$ cat src/rtl/irq_regwin_pkg.sv
package irq_regwin_pkg;
  localparam int unsigned WORD_W  = 32;
  localparam int unsigned ENTRY_W = 64;
  localparam int unsigned SEL_W   = 8;

  localparam logic [7:0] OFS_SELECT = 8'h00;
  localparam logic [7:0] OFS_DATA   = 8'h10;
  localparam logic [2:0] FULL_SIZE  = 3'd4;

  localparam logic [SEL_W-1:0] SEL_IDENT    = 8'h00;
  localparam logic [SEL_W-1:0] SEL_VERSION  = 8'h01;
  localparam logic [SEL_W-1:0] SEL_ARBIT    = 8'h02;
  localparam logic [SEL_W-1:0] SEL_TBL_BASE = 8'h10;

  localparam logic [7:0] VERSION_CODE = 8'h11;

  localparam int unsigned MASK_POS  = 16;
  localparam int unsigned RIRR_POS  = 14;
  localparam int unsigned DSTAT_POS = 12;

  localparam logic [ENTRY_W-1:0] ENTRY_RESET = ENTRY_W'(1) << MASK_POS;
  localparam logic [WORD_W-1:0]  LOW_RO_MASK =
    (WORD_W'(1) << RIRR_POS) | (WORD_W'(1) << DSTAT_POS);

  typedef enum logic [2:0] {
    TGT_IDENT,
    TGT_VERSION,
    TGT_ARBIT,
    TGT_ENTRY,
    TGT_NONE
  } tgt_e;
endpackage

$ cat src/rtl/irq_regwin_decode.sv
module irq_regwin_decode
  import irq_regwin_pkg::*;
#(
  parameter int unsigned NPINS = 24,
  parameter int unsigned NUM_W = (NPINS > 1) ? $clog2(NPINS) : 1
) (
  input  logic [SEL_W-1:0] sel_i,
  output tgt_e             tgt_o,
  output logic [NUM_W-1:0] num_o,
  output logic             hi_o
);
  logic [SEL_W-1:0] rel;
  logic [SEL_W-2:0] pair;

  always_comb begin
    rel   = sel_i - SEL_TBL_BASE;
    pair  = rel[SEL_W-1:1];
    hi_o  = sel_i[0];
    num_o = NUM_W'(pair);
    tgt_o = TGT_NONE;
    if (sel_i == SEL_IDENT) begin
      tgt_o = TGT_IDENT;
    end else if (sel_i == SEL_VERSION) begin
      tgt_o = TGT_VERSION;
    end else if (sel_i == SEL_ARBIT) begin
      tgt_o = TGT_ARBIT;
    end else if (sel_i >= SEL_TBL_BASE && 32'(pair) < NPINS) begin
      tgt_o = TGT_ENTRY;
    end
  end
endmodule

$ cat src/rtl/irq_regwin_bank.sv
module irq_regwin_bank
  import irq_regwin_pkg::*;
#(
  parameter int unsigned NPINS = 24,
  parameter int unsigned NUM_W = (NPINS > 1) ? $clog2(NPINS) : 1
) (
  input  logic                     clk,
  input  logic                     rst_n,
  input  logic                     wr_en_i,
  input  logic                     wr_hi_i,
  input  logic [NUM_W-1:0]         wr_num_i,
  input  logic [WORD_W-1:0]        wr_data_i,
  output logic [NPINS*ENTRY_W-1:0] table_o,
  output logic                     changed_o
);
  for (genvar n = 0; n < NPINS; n++) begin : g_entry
    logic [ENTRY_W-1:0] ent_q;
    logic               hit;

    assign hit = wr_en_i && (wr_num_i == NUM_W'(n));

    always_ff @(posedge clk) begin
      if (!rst_n) begin
        ent_q <= ENTRY_RESET;
      end else if (hit) begin
        if (wr_hi_i) ent_q[ENTRY_W-1:WORD_W] <= wr_data_i;
        else         ent_q[WORD_W-1:0]       <= wr_data_i & ~LOW_RO_MASK;
      end
    end

    assign table_o[n*ENTRY_W +: ENTRY_W] = ent_q;

    // status bit positions never hold written data
    a_r10_status_not_stored: assert property (@(posedge clk) disable iff (!rst_n)
      !table_o[n*ENTRY_W + RIRR_POS] && !table_o[n*ENTRY_W + DSTAT_POS]);
  end

  always_ff @(posedge clk) begin
    if (!rst_n) changed_o <= 1'b0;
    else        changed_o <= wr_en_i;
  end

  // any change of the exported table comes with the strobe
  a_r9_change_strobed: assert property (@(posedge clk) disable iff (!rst_n)
    !$stable(table_o) |-> changed_o);
endmodule

$ cat src/rtl/irq_regwin.sv
module irq_regwin
  import irq_regwin_pkg::*;
#(
  parameter int unsigned NPINS  = 24,
  parameter int unsigned ADDR_W = 12
) (
  input  logic                     clk,
  input  logic                     rst_n,
  input  logic                     req_valid,
  input  logic                     req_we,
  input  logic [ADDR_W-1:0]        req_addr,
  input  logic [2:0]               req_size,
  input  logic [WORD_W-1:0]        req_wdata,
  output logic                     rd_valid,
  output logic [WORD_W-1:0]        rd_data,
  input  logic [NPINS-1:0]         remote_irr_i,
  input  logic [NPINS-1:0]         deliv_stat_i,
  output logic                     entry_changed,
  output logic [NPINS*ENTRY_W-1:0] table_o
);
  localparam int unsigned NUM_W = (NPINS > 1) ? $clog2(NPINS) : 1;
  localparam logic [7:0]  MAX_ENTRY = 8'(NPINS - 1);

  logic [SEL_W-1:0] sel_q;
  logic [3:0]       ident_q;
  tgt_e             tgt;
  logic [NUM_W-1:0] num;
  logic             hi;
  logic             at_sel, at_data, full;
  logic             wr_entry;
  logic [ENTRY_W-1:0] ent_live;
  logic [WORD_W-1:0]  win_val, rd_next;

  assign at_sel   = req_addr[7:0] == OFS_SELECT;
  assign at_data  = req_addr[7:0] == OFS_DATA;
  assign full     = req_size == FULL_SIZE;
  assign wr_entry = req_valid && req_we && at_data && full && (tgt == TGT_ENTRY);

  irq_regwin_decode #(.NPINS(NPINS), .NUM_W(NUM_W)) u_dec (
    .sel_i(sel_q), .tgt_o(tgt), .num_o(num), .hi_o(hi)
  );

  irq_regwin_bank #(.NPINS(NPINS), .NUM_W(NUM_W)) u_bank (
    .clk(clk), .rst_n(rst_n), .wr_en_i(wr_entry), .wr_hi_i(hi),
    .wr_num_i(num), .wr_data_i(req_wdata),
    .table_o(table_o), .changed_o(entry_changed)
  );

  always_comb begin
    ent_live = '0;
    if (tgt == TGT_ENTRY) begin
      ent_live            = table_o[num*ENTRY_W +: ENTRY_W];
      ent_live[RIRR_POS]  = remote_irr_i[num];
      ent_live[DSTAT_POS] = deliv_stat_i[num];
    end
    unique case (tgt)
      TGT_IDENT:   win_val = {4'b0, ident_q, 24'b0};
      TGT_VERSION: win_val = {8'b0, MAX_ENTRY, 8'b0, VERSION_CODE};
      TGT_ENTRY:   win_val = hi ? ent_live[ENTRY_W-1:WORD_W] : ent_live[WORD_W-1:0];
      default:     win_val = '0;
    endcase
    rd_next = '0;
    if (at_sel)               rd_next = {{(WORD_W-SEL_W){1'b0}}, sel_q};
    else if (at_data && full) rd_next = win_val;
  end

  always_ff @(posedge clk) begin
    if (!rst_n) begin
      sel_q    <= '0;
      ident_q  <= '0;
      rd_valid <= 1'b0;
      rd_data  <= '0;
    end else begin
      rd_valid <= req_valid && !req_we;
      if (req_valid && !req_we) rd_data <= rd_next;
      if (req_valid && req_we && at_sel) sel_q <= req_wdata[SEL_W-1:0];
      if (req_valid && req_we && at_data && full && tgt == TGT_IDENT)
        ident_q <= req_wdata[27:24];
    end
  end

  // one response per read, one cycle later
  a_r11_read_answered: assert property (@(posedge clk) disable iff (!rst_n)
    (req_valid && !req_we) |=> rd_valid);
  a_r11_no_stray_valid: assert property (@(posedge clk) disable iff (!rst_n)
    !(req_valid && !req_we) |=> !rd_valid);
  // narrow data-port writes leave the table alone
  a_r3_narrow_ignored: assert property (@(posedge clk) disable iff (!rst_n)
    (req_valid && req_we && at_data && !full) |=> ($stable(table_o) && !entry_changed));
  // writes at stray offsets leave the table alone
  a_r13_stray_ignored: assert property (@(posedge clk) disable iff (!rst_n)
    (req_valid && req_we && !at_data) |=> $stable(table_o));
endmodule

$ cat config.mk
export PLATFORM = sky130hd
export DESIGN_NAME = irq_regwin
export DESIGN_NICKNAME = d
export VERILOG_FILES = /design/src/rtl/irq_regwin_pkg.sv /design/src/rtl/irq_regwin_decode.sv /design/src/rtl/irq_regwin_bank.sv /design/src/rtl/irq_regwin.sv
export SDC_FILE = /design/constraint.sdc
export NUM_CORES = 2
export LEC_CHECK = 0
export ABC_AREA = 0
export BUFFER_PORTS_ARGS = -buffer_cell sky130_fd_sc_hd__buf_2
export CAP_MARGIN = 20
export CORE_AREA = 4 4 644 646
export CTS_CLUSTER_DIAMETER = 100
export CTS_CLUSTER_SIZE = 12
export DETAILED_ROUTE_END_ITERATION = 8
export DIE_AREA = 0 0 648 650
export PLACE_DENSITY = 0.31
export SLEW_MARGIN = 30
export SYNTH_ARGS = -nofsm -noshare
export SYNTH_HDL_FRONTEND = slang
export SYNTH_SLANG_ARGS = --single-unit
$ cat constraint.sdc
create_clock -name clk -period 2.9 [get_ports clk]
set_input_delay 0.435 -clock clk [delete_from_list [all_inputs] [get_ports clk]]
set_output_delay 0.435 -clock clk [all_outputs]
set_load 0.005 [all_outputs]
* Word-level counts from Yosys, hierarchy flattened *
Index checks and enable logic that the tools add are counted.

storage, ports and cells
  register bits = 1534
  input port bits = 99
  output and inout bits = 1570

operators by class
  $add $sub $neg = 1
  magnitude comparators = 3
  equality and inequality tests = 29
  shift-type cells = 1
  muxes and demuxes = 12
  bitwise gates (word level) = 1
  reduce and logical (&&, ||, !) cells = 86

operator list
  cell                 count
  $shiftx 1536x12->64  1
  $mux 32              3
  $pmux 32 s3          1
  $reduce_and 2->1     48
  $eq 5x4->1 const B   8
  $eq 5x5->1 const B   8
  $logic_and 1x1->1    33
  $eq 5x3->1 const B   4
  $logic_not 8->1      2
  $mux 3               4
  $bmux 1 s5           2
  $eq 5x2->1 const B   2
  $eq 8x1->1 const B   1
  $eq 8x2->1 const B   1
  $eq 8x5->1 const B   1
  $ge 8x5->1 const B   1
  $sub 8x5->8 const B  1
  $lt 7x5->1 const B   1
  $lt 5x6->1 const B   1
  $eq 5x1->1 const B   1
  $logic_not 5->1      1
  $eq 3x1->1 const B   1
  $eq 3x2->1 const B   1
  $eq 3x3->1 const B   1
  other kinds (4)      5

* Depth between registers and ports, before layout *
  word-level depth = 11
  depth in mapped cells = 13

* By module *
Synthesis repeated with hierarchy kept, for this count alone.

unflattened totals
  cells, all modules = 6321
  area total of the unflattened synthesis = 68182.9 um2

modules (own cells, without submodules)
  module             times used  cells an instance  area an instance (um2)  sequential area each (um2)
  irq_regwin_bank    1           5105               53682.7                 29808.6
  irq_regwin         1           1192               14348.8                 900.9
  irq_regwin_decode  1           24                 151.4                   0.0

* Worst setup path after synthesis *
OpenSTA, ideal clock, no wires.

  kind = flip-flop to flip-flop
  from = reg sel_q[4]
  to = reg u_bank.g_entry[13].ent_q[57]
  setup time = 0.129 ns
  arrival = 2.727 ns
  data required time = 2.771 ns
  path slack = 0.044 ns
  cell stages (with the launch flop) = 13
  buffers on the path = 5
  period minus slack after synthesis = 2.856 ns
  path through = dfxtp_1 -> clkbuf_1 -> inv_2 -> buf_1 -> ha_1 -> buf_2 -> buf_2 -> nand2_1 -> nor2_1 -> nand3_4 -> buf_2 -> nand3_1 -> o21ai_0

between the ends
  longest elaborated chain between the ends = 11
  elaborated cells on any way between the ends = 16
  classes of those cells = 1 x add/sub; 2 x order compare; 4 x eq/ne; 4 x mux; 5 x reduce/logical

ends and longest elaborated chain
  what                             RTL line                 text
  from (decl)                      irq_regwin.sv:24         logic [SEL_W-1:0] sel_q;
  from (signal assigned)           irq_regwin.sv:76         if (req_valid && req_we && at_sel) sel_q <= req_wdata[SEL_W-1:0];
  $sub 8x5->8                      irq_regwin_decode.sv:16  rel = sel_i - SEL_TBL_BASE;
  $lt 7x5->1                       irq_regwin_decode.sv:27  end else if (sel_i >= SEL_TBL_BASE && 32'(pair) < NPINS) begin
  $logic_and 1x1->1                irq_regwin_decode.sv:27
  $mux 3                           irq_regwin_decode.sv:27
  $mux 3                           irq_regwin_decode.sv:25  end else if (sel_i == SEL_ARBIT) begin
  $mux 3                           irq_regwin_decode.sv:23  end else if (sel_i == SEL_VERSION) begin
  $mux 3                           irq_regwin_decode.sv:21  if (sel_i == SEL_IDENT) begin
  $eq 3x2->1                       irq_regwin.sv:37         assign wr_entry = req_valid && req_we && at_data && full && (tgt == TGT_ENTRY);
  $logic_and 1x1->1                irq_regwin.sv:37
  $logic_and 1x1->1 *              irq_regwin_bank.sv:20    assign hit = wr_en_i && (wr_num_i == NUM_W'(n));
  $reduce_and 2->1 (no line) *     --
  to (signal, indexed assignment)  irq_regwin_bank.sv:26    if (wr_hi_i) ent_q[ENTRY_W-1:WORD_W] <= wr_data_i;
  to (signal, indexed assignment)  irq_regwin_bank.sv:27    else ent_q[WORD_W-1:0] <= wr_data_i & ~LOW_RO_MASK;
  to (decl)                        irq_regwin_bank.sv:17    logic [ENTRY_W-1:0] ent_q;

Mark *: on every way between the ends. The rest lies on a longest branch, timed or not.
A chain may end at the register's enable or synchronous reset.

* Final worst setup path *
  from = reg sel_q[1]
  to = reg rd_data[22]

between the ends
  longest elaborated chain between the ends = 11
  elaborated cells on any way between the ends = 19
  classes of those cells = 1 x add/sub; 2 x order compare; 4 x eq/ne; 1 x shift; 8 x mux; 3 x reduce/logical

ends and longest elaborated chain
  what                                                                 RTL line          text
  parallel branches: the longest is 8 deep, another holds $sub 8x5->8  --
  $pmux 32 s3 *                                                        irq_regwin.sv:56  unique case (tgt)
  $mux 32 *                                                            irq_regwin.sv:64  else if (at_data && full) rd_next = win_val;
  $mux 32 *                                                            irq_regwin.sv:63  if (at_sel) rd_next = {{(WORD_W-SEL_W){1'b0}}, sel_q};
  to (signal assigned)                                                 irq_regwin.sv:75  if (req_valid && !req_we) rd_data <= rd_next;
  to (decl)                                                            irq_regwin.sv:15  output logic [WORD_W-1:0] rd_data,

Every way passes the cells marked *.

==> flow_summary_export.csv <==
group,metric,value,unit
clock_tree,cts.sinks,1534,
power,p_per_area,495,nW/um2
grt,antenna_found_initial,75,
logic_synthesis,netlist_top_cells_count,"dfxtp_1, nand3_1, o21ai_0",
floorplan,die_x,648,um
sta,finalCritPeriodShare,0.998,
clock_tree,cts.clk_slew.worst_paths,70,ps
clock_tree,clk_latency,910,ps
placement,placed_cells,13366,
logic_synthesis,synthDistinctLibCells,61,
floorplan,io_pins,1669,
grt,grt_pass1_vias,58103,
worst_setup_path,path_class,"reg -> reg",
final_layout,synthToLayoutAreaGrowth,39.1,%
sta,worst_pin_slew,1050,ps
logic_synthesis,postSynth.asyncResetShare,0,
grt,overflow,0,
route,route.detailed.wl_per_inst,37.5,um
flow_run,cap_violations,0,
worst_setup_path,worstPathArrival,3690,ps
route,drt_pre_antenna_iters,7,
final_layout,fillers,45069,
clock_tree,cts_tree,"built",
logic_synthesis,syn_avg_cell_area,9.61,um2
worst_setup_path,reg2reg_to,"rd_data[22]",
route,drt_wl_total,512000,um
logic_synthesis,synth_edf_count,0,
final_layout,post-route-util,0.212,
worst_setup_path,reg2reg_depth,9,
route,drtIter0Drc,5729,
final_layout,final_cell_area,86800,um2
worst_setup_path,cp-end-kind,"register",
sta,fin_crit,2890,ps
logic_synthesis,yosysMostFrequentCell,"dfxtp_1",
grt,grt_first_pass_wirelength,648000,um
logic_synthesis,netlist_area,62400,um2
placement,place_area,81000,um2
grt,grt.busiest_layer,"met2",
grt,grt_max_degree,171,
logic_synthesis,synth_area_leaders,"dfxtp_1, nand3_1, mux4_2, o21ai_0, clkbuf_1",
sta,finalSetupViolCount,0,
grt,met2_usage,0.414,
floorplan,die_area,421000,um2
min_path,hold_depth,4,
clock_tree,root_buffer,"clkbuf_16",
route,detail-route-antenna-nets,0,
min_path,hp-class,"in -> reg",
grt,met1_usage,0.268,
logic_synthesis,yosys_most_used_dff,"dfxtp_1",
worst_setup_path,r2r_start,"sel_q[1]",
logic_synthesis,yosys_warnings,0,
sta,holdWs,85.3,ps
grt,grt_util_met3,0.0555,
sta,fin_skew,74.0,ps
final_layout,stdcell_count,13666,
floorplan,core_area,409000,um2
power,vdd_drop_max,405,uV
floorplan,rows,235,
sta,fmax,0.345,GHz
sta,hold_viol_final,0,
logic_synthesis,syn_inst,6494,
placement,io_buffers,1616,
worst_setup_path,cp.required,3700,ps
sta,slew_headroom,0.298,
final_layout,drive_gt1_frac,0.361,
route,drt_drc_violations_left,0,
power,leakagePower,33.9,nW
min_path,min_to,"u_bank.g_entry[11].ent_q[40]",
clock_tree,clk_path_buf_depth,4,
worst_setup_path,crit_path_start_kind,"register",
logic_synthesis,synth-seq-cells,1534,
route,via_count,61828,
logic_synthesis,synth_top_area_frac,0.492,
run_status,status,"finished, final reports clean",
min_path,min_from,"req_wdata[8]",
placement,place.gp.congestion,0.848,
grt,grt_use_total,0.233,
worst_setup_path,r2r_setup_slack,5,ps
floorplan,start_util,0.153,
floorplan,die_y,650,um
sta,rsz0062_at_grt,"yes",
worst_setup_path,crit_fanout,10,
logic_synthesis,synth_seq_area_share,0.492,
logic_synthesis,synth_top_area_cell,"dfxtp_1",
clock_tree,numCtsBuffers,160,
route,viasPerCell,4.52,
clock_tree,h-tree-depth,4,
placement,dp_hpwl,395000,um
sta,slew_violations,0,
final_layout,final_nets,8243,
cell type report:
cell class | count | area, um2 | share of cell area
diodes | 33 | 82.6 | 0.000951
well taps | 5451 | 6820 | 0.0786
inverters | 28 | 108 | 0.00124
flip-flops and latches | 1534 | 30700 | 0.354
repair buffers | 2274 | 15400 | 0.177
multi-input cells | 4144 | 29200 | 0.336
clock inverters | 28 | 349 | 0.00402
clock buffers | 174 | 4170 | 0.0480
cells in the final DEF, fill, tap and decap left out, drive strengths merged, types with 48 or more instances in the layout:
cell | synthesis | final
buf | 376 | 2255
clkbuf | 459 | 175
nand2 | 109 | 109
mux2i | 152 | 152
conb | 1 | 48
a22oi | 96 | 96
dfxtp | 1534 | 1534
nand3 | 1521 | 1521
o21ai | 1485 | 1485
nor2 | 52 | 52
mux4 | 314 | 314
power breakdown:
part           switching [mW]  internal [mW]
registers             0.00322           21.1
logic                    1.37          0.278
clock network            9.99           10.3
total                    11.4           31.6
registers in the layout, indices dropped and copies added, names as in the netlist:
| register | cells |
|---|---|
| rd_valid | 1 |
| u_bank.g_entry.ent_q | 1488 |
| u_bank.changed_o | 1 |
| ident_q | 4 |
| rd_data | 32 |
| sel_q | 8 |
per-stage QoR:
step / worst slack, ps / power (mW) / setup TNS (ps)
2_1_floorplan: 43.8 / 22.2 / 0
3_3_place_gp: -702 / 23.2 / -793390
3_5_place_dp: -480 / 23.2 / -230430
4_1_cts: -35.7 / 43.8 / -110
5_1_grt: -25.9 / 44.4 / -51.4
6_report: 5.12 / 43.0 / 0
logic make-up after synthesis:
logic type | synth area share
muxes | 0.140
AOI/OAI and AO/OA | 0.160
other | 0.0000601
buffers and inverters | 0.0594
DFF | 0.492
and+or+nand+nor | 0.149
adders and majority gates | 0.000401
metal layers:
layer,part of all wire,vias up
met5,0.000014,-
met4,0.045,2
met3,0.071,490
met2,0.50,2630
met1,0.38,31471
li1,-,27235
worst max path at each step:
stage,startpoint,end,slack [ps],depth (start not counted)
2_1_floorplan,sel_q[4],u_bank.g_entry[13].ent_q[57],40,12
3_5_place_dp,sel_q[2],rd_data[11],-480,8
6_report,sel_q[1],rd_data[22],5,9
3_3_place_gp,req_addr[1],u_bank.g_entry[4].ent_q[16],-700,11
5_1_grt,sel_q[1],rd_data[22],-30,9
4_1_cts,sel_q[1],rd_data[22],-40,10
what timing repair did:
item	CTS	global route
endpoints found under the hold margin	23	0
gates resized for setup	80	13
pin swaps	14	6
hold buffers	17	0
endpoints found under the setup margin	26	17
cloned	3	1
buffers inserted	14	31
critical path: stages (launching register included):
cell and delay, ps:
dfxtp_4 420, buf_4 140, buf_12 150, buf_6 170
mux4_2 540, o211ai_1 620, buf_4 260, o2111ai_4 130
buf_6 190, and4_1 180
Note: power is estimated with default switching activity, not from simulation.
